File: src/rtl/intc_pkg.sv
package intc_pkg;

    localparam int MAX_SRC = 32;

    typedef enum logic {
        SEL_FLAG = 1'b0,
        SEL_MASK = 1'b1
    } reg_sel_e;

    typedef enum logic {
        ST_IDLE = 1'b0,
        ST_ACK  = 1'b1
    } ack_state_e;

    // One-hot of a source index, widest supported size.
    function automatic logic [MAX_SRC-1:0] idx_onehot(input int unsigned idx);
        logic [MAX_SRC-1:0] r;
        r = '0;
        for (int i = 0; i < MAX_SRC; i++) begin
            if (idx == i) r[i] = 1'b1;
        end
        return r;
    endfunction

    // Bits strictly below a source index.
    function automatic logic [MAX_SRC-1:0] idx_below(input int unsigned idx);
        logic [MAX_SRC-1:0] r;
        r = '0;
        for (int i = 0; i < MAX_SRC; i++) begin
            if (i < idx) r[i] = 1'b1;
        end
        return r;
    endfunction

endpackage

File: src/rtl/intc_edge_det.sv
module intc_edge_det #(
    parameter int W = 9
) (
    input  logic         clk,
    input  logic         rst,
    input  logic [W-1:0] lvl,
    output logic [W-1:0] rise
);
    logic [W-1:0] lvl_q;

    always_ff @(posedge clk) begin
        if (rst) lvl_q <= '0;
        else     lvl_q <= lvl;
    end

    assign rise = lvl & ~lvl_q;
endmodule

File: src/rtl/intc_flag_bank.sv
module intc_flag_bank #(
    parameter int W = 8
) (
    input  logic         clk,
    input  logic         rst,
    input  logic [W-1:0] set_ev,
    input  logic [W-1:0] sw_clr,
    input  logic [W-1:0] ack_clr,
    output logic [W-1:0] flags
);
    for (genvar i = 0; i < W; i++) begin : g_bit
        always_ff @(posedge clk) begin
            if (rst)                         flags[i] <= 1'b0;
            else if (set_ev[i])              flags[i] <= 1'b1;   // new event wins
            else if (sw_clr[i] || ack_clr[i]) flags[i] <= 1'b0;
        end
    end
endmodule

File: src/rtl/intc_pick.sv
module intc_pick #(
    parameter int NUM_SRC = 8,
    parameter int VEC_W   = 4
) (
    input  logic [NUM_SRC-1:0] flags,
    input  logic [NUM_SRC-1:0] mask,
    input  logic               gdis,
    input  logic               nmi_pend,
    output logic               valid,
    output logic               is_nmi,
    output logic [VEC_W-1:0]   vec
);
    localparam logic [VEC_W-1:0] NMI_VEC = VEC_W'(NUM_SRC);

    logic [NUM_SRC-1:0] elig;
    assign elig = gdis ? '0 : (flags & mask);

    always_comb begin
        valid  = nmi_pend || (|elig);
        is_nmi = nmi_pend;
        vec    = NMI_VEC;
        if (!nmi_pend) begin
            for (int i = NUM_SRC - 1; i >= 0; i--) begin
                if (elig[i]) vec = VEC_W'(i);
            end
        end
    end
endmodule

File: src/rtl/maskable_intc.sv
module maskable_intc
    import intc_pkg::*;
#(
    parameter int NUM_SRC = 8,
    parameter int NUM_HW  = 6,
    parameter int VEC_W   = $clog2(NUM_SRC + 1)
) (
    input  logic               clk,
    input  logic               rst,
    input  logic [NUM_SRC-1:0] irq_req,
    input  logic               nmi_req,
    input  logic               reg_wr,
    input  logic               reg_sel,
    input  logic [NUM_SRC-1:0] reg_wdata,
    output logic [NUM_SRC-1:0] reg_rdata,
    input  logic               gdis_set,
    input  logic               gdis_clr,
    input  logic               rti,
    output logic               gdis,
    output logic               ack_n,
    output logic [VEC_W-1:0]   vec_idx,
    output logic               branch_req,
    input  logic               core_take
);
    localparam int               EW      = NUM_SRC + 1;
    localparam logic [VEC_W-1:0] HW_LIM  = VEC_W'(NUM_HW);

    reg_sel_e           sel;
    ack_state_e         state_q;
    logic [EW-1:0]      rise;
    logic [NUM_SRC-1:0] flag_q, mask_q, sw_clr, ack_clr;
    logic               gdis_q, nmi_pend_q, branch_q;
    logic [VEC_W-1:0]   vec_q;
    logic               pick_valid, pick_nmi, accept, accept_hw;
    logic [VEC_W-1:0]   pick_vec;
    logic [MAX_SRC-1:0] pick_oh;

    assign sel = reg_sel_e'(reg_sel);

    intc_edge_det #(.W(EW)) edge_i (
        .clk (clk),
        .rst (rst),
        .lvl ({nmi_req, irq_req}),
        .rise(rise)
    );

    intc_pick #(.NUM_SRC(NUM_SRC), .VEC_W(VEC_W)) pick_i (
        .flags   (flag_q),
        .mask    (mask_q),
        .gdis    (gdis_q),
        .nmi_pend(nmi_pend_q),
        .valid   (pick_valid),
        .is_nmi  (pick_nmi),
        .vec     (pick_vec)
    );

    assign accept    = (state_q == ST_IDLE) && pick_valid;
    assign accept_hw = accept && (pick_nmi || (pick_vec < HW_LIM));
    assign pick_oh   = idx_onehot(int'(pick_vec));
    assign ack_clr   = (accept && !pick_nmi) ? pick_oh[NUM_SRC-1:0] : '0;
    assign sw_clr    = (reg_wr && sel == SEL_FLAG) ? reg_wdata : '0;

    intc_flag_bank #(.W(NUM_SRC)) flag_i (
        .clk    (clk),
        .rst    (rst),
        .set_ev (rise[NUM_SRC-1:0]),
        .sw_clr (sw_clr),
        .ack_clr(ack_clr),
        .flags  (flag_q)
    );

    always_ff @(posedge clk) begin
        if (rst)                            mask_q <= '0;
        else if (reg_wr && sel == SEL_MASK) mask_q <= reg_wdata;
    end

    always_ff @(posedge clk) begin
        if (rst)                    gdis_q <= 1'b1;
        else if (accept_hw || gdis_set) gdis_q <= 1'b1;
        else if (gdis_clr || rti)   gdis_q <= 1'b0;
    end

    always_ff @(posedge clk) begin
        if (rst)                        nmi_pend_q <= 1'b0;
        else if (rise[NUM_SRC])         nmi_pend_q <= 1'b1;
        else if (accept && pick_nmi)    nmi_pend_q <= 1'b0;
    end

    always_ff @(posedge clk) begin
        if (rst) begin
            state_q  <= ST_IDLE;
            vec_q    <= '0;
            branch_q <= 1'b0;
        end else begin
            branch_q <= accept;
            case (state_q)
                ST_IDLE: if (accept) begin
                    state_q <= ST_ACK;
                    vec_q   <= pick_vec;
                end
                ST_ACK: if (core_take) state_q <= ST_IDLE;
                default: state_q <= ST_IDLE;
            endcase
        end
    end

    assign reg_rdata  = (sel == SEL_FLAG) ? flag_q : mask_q;
    assign gdis       = gdis_q;
    assign ack_n      = (state_q != ST_ACK);
    assign vec_idx    = vec_q;
    assign branch_req = branch_q;
endmodule

File: config.mk
export PLATFORM = sky130hd
export DESIGN_NAME = maskable_intc
export DESIGN_NICKNAME = d
export VERILOG_FILES = /design/src/rtl/intc_pkg.sv /design/src/rtl/intc_edge_det.sv /design/src/rtl/intc_flag_bank.sv /design/src/rtl/intc_pick.sv /design/src/rtl/maskable_intc.sv
export SDC_FILE = /design/constraint.sdc
export NUM_CORES = 1
export LEC_CHECK = 0
export BUFFER_PORTS_ARGS = -buffer_cell sky130_fd_sc_hd__buf_2
export CAP_MARGIN = 20
export CELL_PAD_IN_SITES_DETAIL_PLACEMENT = 1
export CELL_PAD_IN_SITES_GLOBAL_PLACEMENT = 1
export CORE_MARGIN = 4
export CORE_UTILIZATION = 41
export DETAILED_ROUTE_END_ITERATION = 8
export MAX_ROUTING_LAYER = met4
export PLACE_DENSITY_LB_ADDON = 0.12
export SYNTH_ARGS = -nofsm -noshare
export SYNTH_HDL_FRONTEND = slang
export SYNTH_SLANG_ARGS = --single-unit
File: constraint.sdc
create_clock -name clk -period 5.2 [get_ports clk]
set_clock_uncertainty 0.15 [all_clocks]
set_input_delay 1.3 -clock clk [delete_from_list [all_inputs] [get_ports clk]]
set_output_delay 1.3 -clock clk [all_outputs]
set_load 0.03 [all_outputs]
# == Word-level counts from Yosys, hierarchy flattened ==
# Cells that the tools add are included.
# word_totals
ff_bits,33
output_inout_bits,15
wordCells,102
# classes
n_lt_le_gt_ge,1
n_eq_ne,7
mux,42
bitwise,5
n_reduce_logical,32
# op_table
op,count
4-bit two-way mux,9
8-bit two-way mux,4
1-bit two-way mux,28
2-bit nonzero test,9
4-bit by 3-bit equality test with 1-bit output (second input constant),4
1-bit logical OR,12
9-bit AND,1
9-bit inverter,1
8-bit AND,1
4-bit by 2-bit equality test with 1-bit output (second input constant),2
8-bit OR reduction,1
1-bit logical AND,6
4-bit by 1-bit equality test with 1-bit output (second input constant),1
4-bit logical NOT,1
4-bit by 3-bit less-than comparator with 1-bit output (second input constant),1
1-bit inverter,2
1-bit case mux with 2 select lines,1
2-bit AND reduction,1
2-bit OR reduction,1
1-bit logical NOT,1

# == Logic depth before layout (Yosys ltp) ==
# logic_depth
ltp_word,17
mapped_depth,7
depth_no_buf,5

# == Modules after synthesis ==
# A second synthesis with hierarchy kept.
# hier_totals
hier_cells,189
hier_area_um2,1577.8
# modules_own_cells
module,n_inst,cells_each,area_per_inst_um2
maskable_intc,1,105,842.1
intc_flag_bank,1,33,304.0
intc_edge_det,1,27,292.8
intc_pick,1,24,138.9

# == Worst setup path before layout ==
# No wires, ideal clock.
# synth_timing
path_type,input to output
from,input reg_sel
to,output reg_rdata[5]
t_arrival_ps,2214
t_required_ps,3750
setup_slack_ps,1536
path_stages,3
path_buffers,2
cell_sequence,buf_2 buf_1 mux2_2
# synth_via
elab_chain_cells,1
# synth_rtl
element,line,source
"start, declared",maskable_intc.sv:13,"input logic reg_sel,"
8-bit two-way mux,maskable_intc.sv:107,assign reg_rdata = (sel == SEL_FLAG) ? flag_q : mask_q;
"end, declared",maskable_intc.sv:15,"output logic [NUM_SRC-1:0] reg_rdata,"
# Every way passes these cells.

# == Final worst setup path ==
# layout_timing
from,input reg_sel
to,output reg_rdata[1]
# The elaborated chain is that of the path after synthesis.

==> results.ini <==
[setup_path]
reg2reg_depth = 5
r2r-end = flag_i.flags[1]
critPathKind = in -> out
reg2reg_setup_slack_ns = 3.13
cp-start-kind = input port
required_ns = 3.75
cp-startpoint = reg_sel
cp_slowest_cell = mux2_2
worstPathArrival_ns = 2.18
path_cells = buf_2 -> mux2_2 -> buf_2
cp-end-kind = output port
path_common_cell = buf_2
critPathCapture = reg_rdata[1]
cp_max_fo = 18
timing.rr.start = gdis
critPathMaxStageDelay_ns = 0.39

[detailed_routing]
drc = 0
dr.pass1.iters = 4
drt_iter0_drc = 64
via_per_inst = 5.586
vias = 1497
wl_per_cell_um = 15.87
wirelength_um = 4253
postRouteAntennaNets = 0

[pwr]
power_density_mw_per_mm2 = 306.6
power.leakage_nw = 0.7905
power.switching_w = 0.0001702
share_comb_of_total_power_pct = 17.0
irDropWorstVdd_mv = 0.1670
p_int_w = 0.0004029
p_seq_share_pct = 50.5
p_sw_share_pct = 29.70
power_frac_clock_pct = 32.5

[yosys]
ys_ff_latch = 33
synth_edf_count = 0
synthTopCellsByCount = 33 x dfxtp_1, 27 x nand2_1, 18 x a21oi_1, 12 x nor2b_1, 10 x nand3_1
synth_cell_types = 46
synth_flop_cell = dfxtp_1
synth_area_leaders = dfxtp_1 42%, nand2_1 6.4%, a21oi_1 5.7%
synth-seq-area-share_pct = 41.94
synth_area_sq_mm = 0.001575
synthArstFlopShare_pct = 0
syn-instance-count = 182
syn-mean-instance-area_sq_um = 8.655
yosysTopAreaCellShare_pct = 41.94
synth_top_area_cell = dfxtp_1
syn_nets = 207
yosysWarnings = 0
synth_most_common_cell = dfxtp_1

[grt]
antenna_found_initial = 0
overflow = 0
grt_pass1_vias = 1518
grtUsageTotal_pct = 19.14
grt_max_degree = 28
grt_pass1_wl_um = 7272

[clock_network]
postCtsHoldBufs = 0
cts_buffers = 5
path_clk_slew_ns = 0.07
cts_tree = done
cts_setup_buffers = 0
clk_path_buf_depth = 2
htreeDepth = 2
clock_latency_ns = 0.29
ctsResizeCount = 0
cts_sinks = 33
cts-root-buf = clkbuf_8

[place]
io_buffers = 39
place_ws_ns = 1.560
dp_hpwl_um = 3150
routabilityCongestion = 0.8636

[floorplan]
initial_utilization_pct = 42.71
io_pins = 40
core_sq_mm = 0.003689
chipWidth_um = 69.99
die_y_um = 69.99
num_rows = 22
die-area_sq_mm = 0.004898

[sta]
min_period_ns = 3.632
finalMaxSlewViolations = 0
fin_crit_sh_pct = 69.85
worst_slack_ns = 1.568
rsz0062_at_grt = false
setup_viol = 0
relSlewSlack_pct = 55.00
tns_ns = 0
fmax_mhz = 275.3
holdWs_ns = 0.2735
worstMarginPinSlew_ns = 0.6736
finalHoldViolCount = 0

[finish]
num-fill-cells = 469
seq_area_sq_um = 660.6
nNetsFinal = 244
diodes = 0
syn_to_final_growth_pct = 18.67
multi_input_area_sq_um = 840.8
drive_gt1_share_pct = 29.09

[worst_hold_path]
hold_path_class = reg -> reg

[status]
outcome = finished clean

[run]
drv_cap = 0

## worst min-delay path by stage
stage / cells past startpoint / slack (ns) / to / startpoint
floorplan: 1 / 0.24 / flag_i.flags[3] / edge_i.lvl_q[3]
CTS: 1 / 0.28 / flag_i.flags[3] / edge_i.lvl_q[3]
global placement: 1 / 0.25 / flag_i.flags[3] / edge_i.lvl_q[3]
global route: 1 / 0.30 / flag_i.flags[3] / edge_i.lvl_q[3]
finish: 1 / 0.27 / flag_i.flags[3] / edge_i.lvl_q[3]
detailed placement: 1 / 0.27 / flag_i.flags[3] / edge_i.lvl_q[3]
## worst max-delay path: cells and delay by family
family	cells	cell delay [ns]
muxes	1	0.39
buffers and inverters	2	0.49
## power groups by stage
stage | Combinational [W] | Clock [W] | Sequential (W)
finish | 0.0000973 | 0.000186 | 0.000289
global route | 0.000108 | 0.000204 | 0.000292
detailed placement | 0.0000975 | 0 | 0.000295
CTS | 0.0000983 | 0.000191 | 0.000289
global placement | 0.0000944 | 0 | 0.000293
floorplan | 0.0000704 | 0 | 0.000290
## through the flow
stage	util (%)	total power (W)	area, sq um	instances
after floorplan	-	0.0003602	1575	182
after global placement	48.44	0.0003878	1787	260
after detailed placement	48.44	0.0003923	1787	260
after CTS	50.68	0.0005783	1869	268
after global routing	50.68	0.0006040	1869	268
final	50.68	0.0005731	1869	268
## cell families after synthesis
| logic type | share of synthesized area, % |
|---|---|
| AO/OA/AOI/OAI | 23.91 |
| AND/OR/NAND/NOR | 23.12 |
| flip-flops | 41.94 |
| multiplexers | 6.355 |
| buffers and inverters | 4.686 |
## layout by cell type (no fill, tap or decap), drive strengths merged, types with 3 or more instances in the layout
| cell | n |
|---|---|
| a21oi | 20 |
| and3 | 3 |
| clkbuf | 6 |
| nand4 | 3 |
| a22oi | 6 |
| dfxtp | 33 |
| inv | 8 |
| mux2 | 8 |
| nand2 | 27 |
| nand3 | 10 |
| nor2b | 12 |
| buf | 39 |
| o21ai | 4 |
| nor2 | 8 |
## final cells by class
cell class,count,share of cell area (%)
inverters,8,1.606
multi-input cells,132,44.98
clock inverters,2,0.5355
repair buffers,39,10.44
clock buffers,6,3.882
flip-flops and latches,33,35.34
well taps,48,3.213
## state kept, by name (all words and copies together) (netlist names)
name / flops
vec_idx: 4
state_q: 1
flag_i.flags: 8
gdis: 1
nmi_pend_q: 1
branch_req: 1
mask_q: 8
edge_i.lvl_q: 9
## metal layers
| metal | track usage [%] | vias to the layer above | share of wire [%] |
|---|---|---|---|
| met5 | - | - | 0 |
| met4 | 6.383 | 0 | 1.3 |
| met3 | 6.331 | 6 | 6.2 |
| met2 | 28.86 | 41 | 47 |
| met1 | 24.08 | 722 | 45 |
| li1 | - | 728 | - |
Note: power is estimated with default switching activity, not from simulation.
